==> src/rtl/johnson_decade_pkg.sv <==
`timescale 1ns/1ps
package johnson_decade_pkg;

  // What the ring does at the coming clock edge.
  typedef enum logic [1:0] {
    RING_HOLD   = 2'd0,
    RING_SHIFT  = 2'd1,
    RING_RESYNC = 2'd2
  } ring_op_e;

endpackage

==> src/rtl/johnson_ring.sv <==
`timescale 1ns/1ps
module johnson_ring
  import johnson_decade_pkg::*;
#(
  parameter int STAGES = 5
) (
  input  logic              clk,
  input  logic              clear,
  input  logic              hold,
  output logic [STAGES-1:0] state_o,
  output logic              legal_o
);

  localparam logic [STAGES-1:0] ONE = STAGES'(1);

  logic [STAGES-1:0] state_q;
  logic [STAGES-1:0] state_d;
  logic [STAGES-1:0] inv_state;
  logic [STAGES-1:0] shifted;
  ring_op_e          op;

  // A legal pattern is one run of ones that either starts at stage 0
  // (filling) or ends at the last stage (draining).
  always_comb begin
    inv_state = ~state_q;
    legal_o   = ((state_q & (state_q + ONE)) == '0) ||
                ((inv_state & (inv_state + ONE)) == '0);
  end

  always_comb begin
    shifted = {state_q[STAGES-2:0], ~state_q[STAGES-1]};
    if (!legal_o)  op = RING_RESYNC;
    else if (hold) op = RING_HOLD;
    else           op = RING_SHIFT;
  end

  always_comb begin
    unique case (op)
      RING_SHIFT:  state_d = shifted;
      RING_HOLD:   state_d = state_q;
      default:     state_d = '0;
    endcase
  end

  always_ff @(posedge clk or posedge clear) begin
    if (clear) state_q <= '0;
    else       state_q <= state_d;
  end

  assign state_o = state_q;

  // a held legal count stays put across the edge
  assert_hold_keeps_R5: assert property (@(posedge clk) disable iff (clear)
    (legal_o && hold) |=> $stable(state_q));

  // an illegal pattern is replaced by the count-zero pattern
  assert_resync_zero_R8: assert property (@(posedge clk) disable iff (clear)
    !legal_o |=> (state_q == '0));

endmodule

==> src/rtl/johnson_decoder.sv <==
`timescale 1ns/1ps
module johnson_decoder #(
  parameter int STAGES = 5,
  localparam int OUTS  = 2 * STAGES
) (
  input  logic              clk,
  input  logic              clear,
  input  logic [STAGES-1:0] state_i,
  input  logic              legal_i,
  output logic [OUTS-1:0]   dec_o
);

  logic [OUTS-1:0] raw;

  // Each output looks at one pair of neighbouring stages only.
  for (genvar k = 0; k < OUTS; k++) begin : g_dec
    if (k == 0) begin : g_first
      assign raw[k] = ~state_i[0] & ~state_i[STAGES-1];
    end else if (k < STAGES) begin : g_fill
      assign raw[k] = state_i[k-1] & ~state_i[k];
    end else if (k == STAGES) begin : g_full
      assign raw[k] = state_i[STAGES-1] & state_i[0];
    end else begin : g_drain
      assign raw[k] = ~state_i[k-STAGES-1] & state_i[k-STAGES];
    end
  end

  assign dec_o = clear ? '0 : raw;

  // a legal ring decodes to exactly one active output
  assert_one_active_R2: assert property (@(posedge clk) disable iff (clear)
    legal_i |-> $onehot(dec_o));

endmodule

==> src/rtl/johnson_decade.sv <==
`timescale 1ns/1ps
module johnson_decade #(
  parameter int STAGES = 5,
  localparam int OUTS  = 2 * STAGES
) (
  input  logic            clk,
  input  logic            clear,
  input  logic            hold,
  output logic [OUTS-1:0] dec_o,
  output logic            carry_o
);

  logic [STAGES-1:0] ring_state;
  logic              ring_legal;

  johnson_ring #(.STAGES(STAGES)) u_ring (
    .clk     (clk),
    .clear   (clear),
    .hold    (hold),
    .state_o (ring_state),
    .legal_o (ring_legal)
  );

  johnson_decoder #(.STAGES(STAGES)) u_dec (
    .clk     (clk),
    .clear   (clear),
    .state_i (ring_state),
    .legal_i (ring_legal),
    .dec_o   (dec_o)
  );

  // Carry follows the inverse of the last stage: high in the first half.
  assign carry_o = ~ring_state[STAGES-1];

  // an advancing edge moves the active output up by one place
  assert_step_up_R1: assert property (@(posedge clk) disable iff (clear)
    (ring_legal && !hold && !dec_o[OUTS-1]) |=> (dec_o == ($past(dec_o) << 1)));

  // the top output is followed by output zero
  assert_wrap_to_zero_R1: assert property (@(posedge clk) disable iff (clear)
    (ring_legal && !hold && dec_o[OUTS-1]) |=> (dec_o == OUTS'(1)));

  // carry is high exactly in the lower half of the count
  assert_carry_half_R4: assert property (@(posedge clk) disable iff (clear)
    ring_legal |-> (carry_o == (|dec_o[STAGES-1:0])));

  // carry rises on the wrap edge
  assert_carry_rise_R4: assert property (@(posedge clk) disable iff (clear)
    (ring_legal && !hold && dec_o[OUTS-1]) |=> $rose(carry_o));

endmodule

==> config.mk <==
export PLATFORM = sky130hd
export DESIGN_NAME = johnson_decade
export DESIGN_NICKNAME = d
export VERILOG_FILES = /design/src/rtl/johnson_decade_pkg.sv /design/src/rtl/johnson_ring.sv /design/src/rtl/johnson_decoder.sv /design/src/rtl/johnson_decade.sv
export SDC_FILE = /design/constraint.sdc
export NUM_CORES = 1
export LEC_CHECK = 0
export BUFFER_PORTS_ARGS = -buffer_cell sky130_fd_sc_hd__clkbuf_2
export CAP_MARGIN = 20
export CORE_AREA = 2 2 39 41
export CTS_BUF_LIST = sky130_fd_sc_hd__clkbuf_4
export DETAILED_ROUTE_END_ITERATION = 8
export DIE_AREA = 0 0 41 43
export PLACE_DENSITY = 0.7
export SKIP_CTS_REPAIR_TIMING = 1
export SYNTH_ARGS = -nofsm -noshare
export SYNTH_HDL_FRONTEND = slang
export SYNTH_HIERARCHICAL = 1
export SYNTH_SLANG_ARGS = --single-unit
==> constraint.sdc <==
create_clock -name clk -period 1 [get_ports clk]
set_clock_uncertainty 0.1 [all_clocks]
set_input_delay 0.05 -clock clk [delete_from_list [all_inputs] [get_ports clk]]
set_output_delay 0.05 -clock clk [all_outputs]
set_load 0.01 [all_outputs]
* Yosys cells after proc, flatten, opt, wreduce, memory -nomap -nowiden
Index checks and enable logic that the tools add are counted.
** Word-level totals
- Bits in latches :: 0
- RAM bits :: 0
- Flip-flop bits (word level) :: 5
- Word-level logic and storage cells :: 30
- Memory bits (read-only) :: 0
- Memories kept :: 0
** Operators by class
- Divide/modulo/power cells :: 0
- Bitwise operators :: 18
- $add $sub $neg :: 2
- Muxes and demuxes :: 4
- Equal/unequal tests :: 1
- Magnitude comparators :: 0
- Shifts and indexed selects :: 0
- Reductions and logical operators :: 4
- Multiply operators :: 0
** Operator list (count)
- 5-bit by 1-bit adder with 5-bit output (second input constant) :: 2
- 1-bit bitwise AND :: 10
- 5-bit bitwise AND :: 2
- 5-bit logical NOT :: 2
- 10-bit two-way mux :: 1
- 5-bit case mux with 2 select lines :: 1
- 1-bit NOT :: 5
- 5-bit NOT :: 1
- 2-bit by 1-bit equality test with 1-bit output (second input constant) :: 1
- 2-bit logical NOT :: 1
- 2-bit two-way mux :: 1
- 1-bit logical OR :: 1
- 1-bit two-way mux :: 1

* Longest topological paths before layout
- Depth after elaboration :: 8
- Depth in mapped cells :: 4
- Gate-level depth less buffers :: 3

* Hierarchy
The synthesis kept the hierarchy.
** By module, submodules not included
- johnson_ring :: seq. area each 125.1 um^2, area each 394.1 um^2, times used 1, cells each 49
- johnson_decoder :: seq. area each 0.0 um^2, area each 86.3 um^2, times used 1, cells each 11
- johnson_decade :: seq. area each 0.0 um^2, area each 3.8 um^2, times used 1, cells each 1

* Worst setup path after synthesis
Ideal clock, no wire load.
- Path type :: flip-flop to flip-flop
- Start point :: reg u_ring.state_q[3], in the netlist u_ring/state_o[3]
- End point :: reg u_ring.state_q[1], in the netlist u_ring/state_o[1]
- Arrival time :: 896 ps
- Required time :: 770 ps
- Clock period less this slack :: 1127 ps
- Cell stages (with the launch flop) :: 5
- Setup slack :: -127 ps
- Cells stage by stage :: dfrtp_1 -> buf_4 -> and3_1 -> nand3_1 -> o211ai_1
** On the way
- Cells in the longest elaborated chain, start to end :: 8
** Ends and longest elaborated chain
- start, declared :: line johnson_ring.sv:16 : logic [STAGES-1:0] state_q;
- start signal, assigned :: line johnson_ring.sv:47 : else state_q <= state_d;
- 5-bit NOT :: line johnson_ring.sv:25 : inv_state = ~state_q;
- 5-bit by 1-bit adder with 5-bit output :: line johnson_ring.sv:27 : ((inv_state & (inv_state + ONE)) == '0);
- 5-bit bitwise AND :: line johnson_ring.sv:27
- 5-bit logical NOT :: line johnson_ring.sv:27
- 1-bit logical OR (*) :: line johnson_ring.sv:26 : legal_o = ((state_q & (state_q + ONE)) == '0) ||
- 2-bit two-way mux (*) :: line johnson_ring.sv:32 : if (!legal_o) op = RING_RESYNC;
- 2-bit by 1-bit equality test with 1-bit output / 2-bit logical NOT (equally long branches) :: line johnson_ring.sv:38 : unique case (op)
- 5-bit case mux with 2 select lines :: line johnson_ring.sv:38
Every way passes the cells marked *; elsewhere a longest branch is shown, timed or not.
A chain may end at the register's enable or synchronous reset.

* Worst setup path after layout
- Start point :: reg u_ring.state_q[2], in the netlist u_ring/state_o[2]
- End point :: out dec_o[8]
** On the way
- Cells in the longest elaborated chain, start to end :: 3
** Ends and longest elaborated chain
- 1-bit NOT :: line johnson_decoder.sv:24 : assign raw[k] = ~state_i[k-STAGES-1] & state_i[k-STAGES];
- 1-bit bitwise AND :: line johnson_decoder.sv:24
- 10-bit two-way mux :: line johnson_decoder.sv:28 : assign dec_o = clear ? '0 : raw;
- end, declared :: line johnson_decade.sv:9 : output logic [OUTS-1:0] dec_o,
Every way passes these cells.

==> impl_metrics.tcl <==
set metrics [dict create \
    status "complete, but fails checks" \
    violations "setup timing" \
    drv_slew 0 \
    cts_buffer_depth 2 \
    crit_path_top_delay_cell "dfrtp_2" \
    total_power_mw 1.46 \
    pwr-share-seq_pct 28.8 \
    drt-total-wl_um 1340 \
    syn_area_um2 440 \
    combPwrFrac_pct 52.0 \
    overflow 0 \
    place_ws_ns -0.167 \
    ir_worst_vdd_mv 1.36 \
    cap_violations 0 \
    row_count 14 \
    worstPathRequired_ns 0.85 \
    fin_ws_ns -0.255 \
    p_per_area_mw_per_mm2 2030 \
    path_class "register to output port" \
    vias 504 \
    critPathArrivalTime_ns 1.11 \
    grt_antenna_before_repair 0 \
    n_antenna_cell 0 \
    cellLeakagePower_nw 0.335 \
    dp_hpwl_um 673 \
    cts_buffers 3 \
    coreArea_mm2 0.00138 \
    cts.sinks 5 \
    cpPeakStageDelay_ns 0.46 \
    swShare_pct 39.5 \
    clock_latency_ns 0.25 \
    cp_num_buf_inv 1 \
    vias_per_cell 5.20 \
    path_delay_family "flip-flops" \
    start_kind "register" \
    clockPowerShare_pct 19.2 \
    worst_pin_slew_ns 0.291 \
    grt_pass1_vias 377 \
    dr.pass1.iters 4 \
    grt_pass1_wl_um 1480 \
    clock.fmax_ghz 0.797 \
    h-tree-depth 1 \
    clkTransAtPathRegs_ns 0.05 \
    setup_violations 16 \
    hp-class "input pin to register" \
    area_growth_pct 62.8 \
    crit_path_max_fanout 6 \
    ys_warn_count 6 \
    portBuffers 13 \
    grt_max_degree 14 \
    die_h_um 43 \
    critPathCaptureType "output port" \
    drcViolationCount 0 \
    max_slew_margin_pct 80.6 \
    gp_congestion 0.789 \
    rsz0062_at_grt "true" \
    start_util_pct 31.8 \
    fin_crit_sh_pct 126 \
    final_nets 85 \
    switchingPower_uw 576 \
    synth.net_count 59 \
    wire_per_inst_um 13.9 \
    die_x_um 41 \
    p_int_uw 882 \
    min_period_ns 1.26 \
    grt_usage_pct 12.1 \
    path_cells "nor3b_2 -> buf_2" \
    cts_root_buf "clkbuf_4" \
    drive_above_1_share_pct 65.4 \
    die_area_mm2 0.00176 \
    synth_area_per_cell_um2 7.86 \
    largest_reg_flops 5 \
    finalSetupTns_ns -2.86 \
    drtAntennaViolNets 0 \
    drt_iter0_drc 19 \
    syn_inst 56 \
    cts_tree "built" \
    finalHoldViolCount 0 \
    num_io_pins 14 \
]
## power by group through the flow
stage / sequential [mW] / combinational (mW) / clock, mW
final: 0.420 / 0.759 / 0.280
after detailed placement: 0.455 / 0.405 / 0
after global placement: 0.452 / 0.400 / 0
after floorplan: 0.331 / 0.458 / 0
after global routing: 0.436 / 0.831 / 0.301
after CTS: 0.453 / 0.406 / 0.267
## metrics by stage
step	instance area (µm²)	utilization, %	hold WS (ns)	instances
3_3_place_gp	499	36.1	-0.0504	81
4_1_cts	529	38.2	-0.298	85
5_1_grt	717	51.8	0.108	97
3_5_place_dp	499	36.1	-0.0400	81
2_1_floorplan	458	-	-0.271	56
6_report	717	51.8	0.0839	97
## cells in the final DEF (no fill, tap or decap), types with 2 or more instances in the layout
cell,count
a21oi_2,2
clkbuf_4,4
inv_1,3
nor3b_2,8
dfrtp_2,5
buf_4,9
nor2_1,6
buf_2,9
nand2_1,3
buf_6,6
nor2b_1,4
o21ai_1,7
and3_4,2
clkbuf_2,3
## metal layers
metal / part of all wire [%] / vias to the layer above / global-route usage (%)
li1: - / 238 / -
met1: 39 / 238 / 14.2
met2: 52 / 24 / 19.1
met3: 6.6 / 4 / 3.14
met4: 2.3 / 0 / 6.00
met5: 0 / - / 0
## final timing paths
| check | from | endpoint | slack [ns] | depth (start not counted) |
|---|---|---|---|---|
| max | u_ring/state_o[2] | dec_o[8] | -0.26 | 2 |
| min reg2reg | u_ring/state_o[1] | u_ring/state_o[1] | 0.56 | 2 |
| max reg2reg | u_ring/state_o[3] | u_ring/state_o[4] | -0.22 | 4 |
| max in group asynchronous | clear | u_ring/state_o[1] | 0.24 | 3 |
| min | hold | u_ring/state_o[1] | 0.08 | 3 |
| min in group asynchronous | clear | u_ring/state_o[0] | 0.36 | 3 |
## worst min-delay path, stage by stage
cell and delay [ns]:
clkbuf_2 0.16, nand3_2 0.10, o211ai_1 0.07
## area by class of cell
class                      instances  area [µm²]
sequential                         5         131
timing repair buffer              28         205
multi-input combinational         41         319
inverter                           3        11.3
tap                               16        20.0
clock buffer                       4        30.0
fill                             123         667
(Power assumes the default switching activity.)
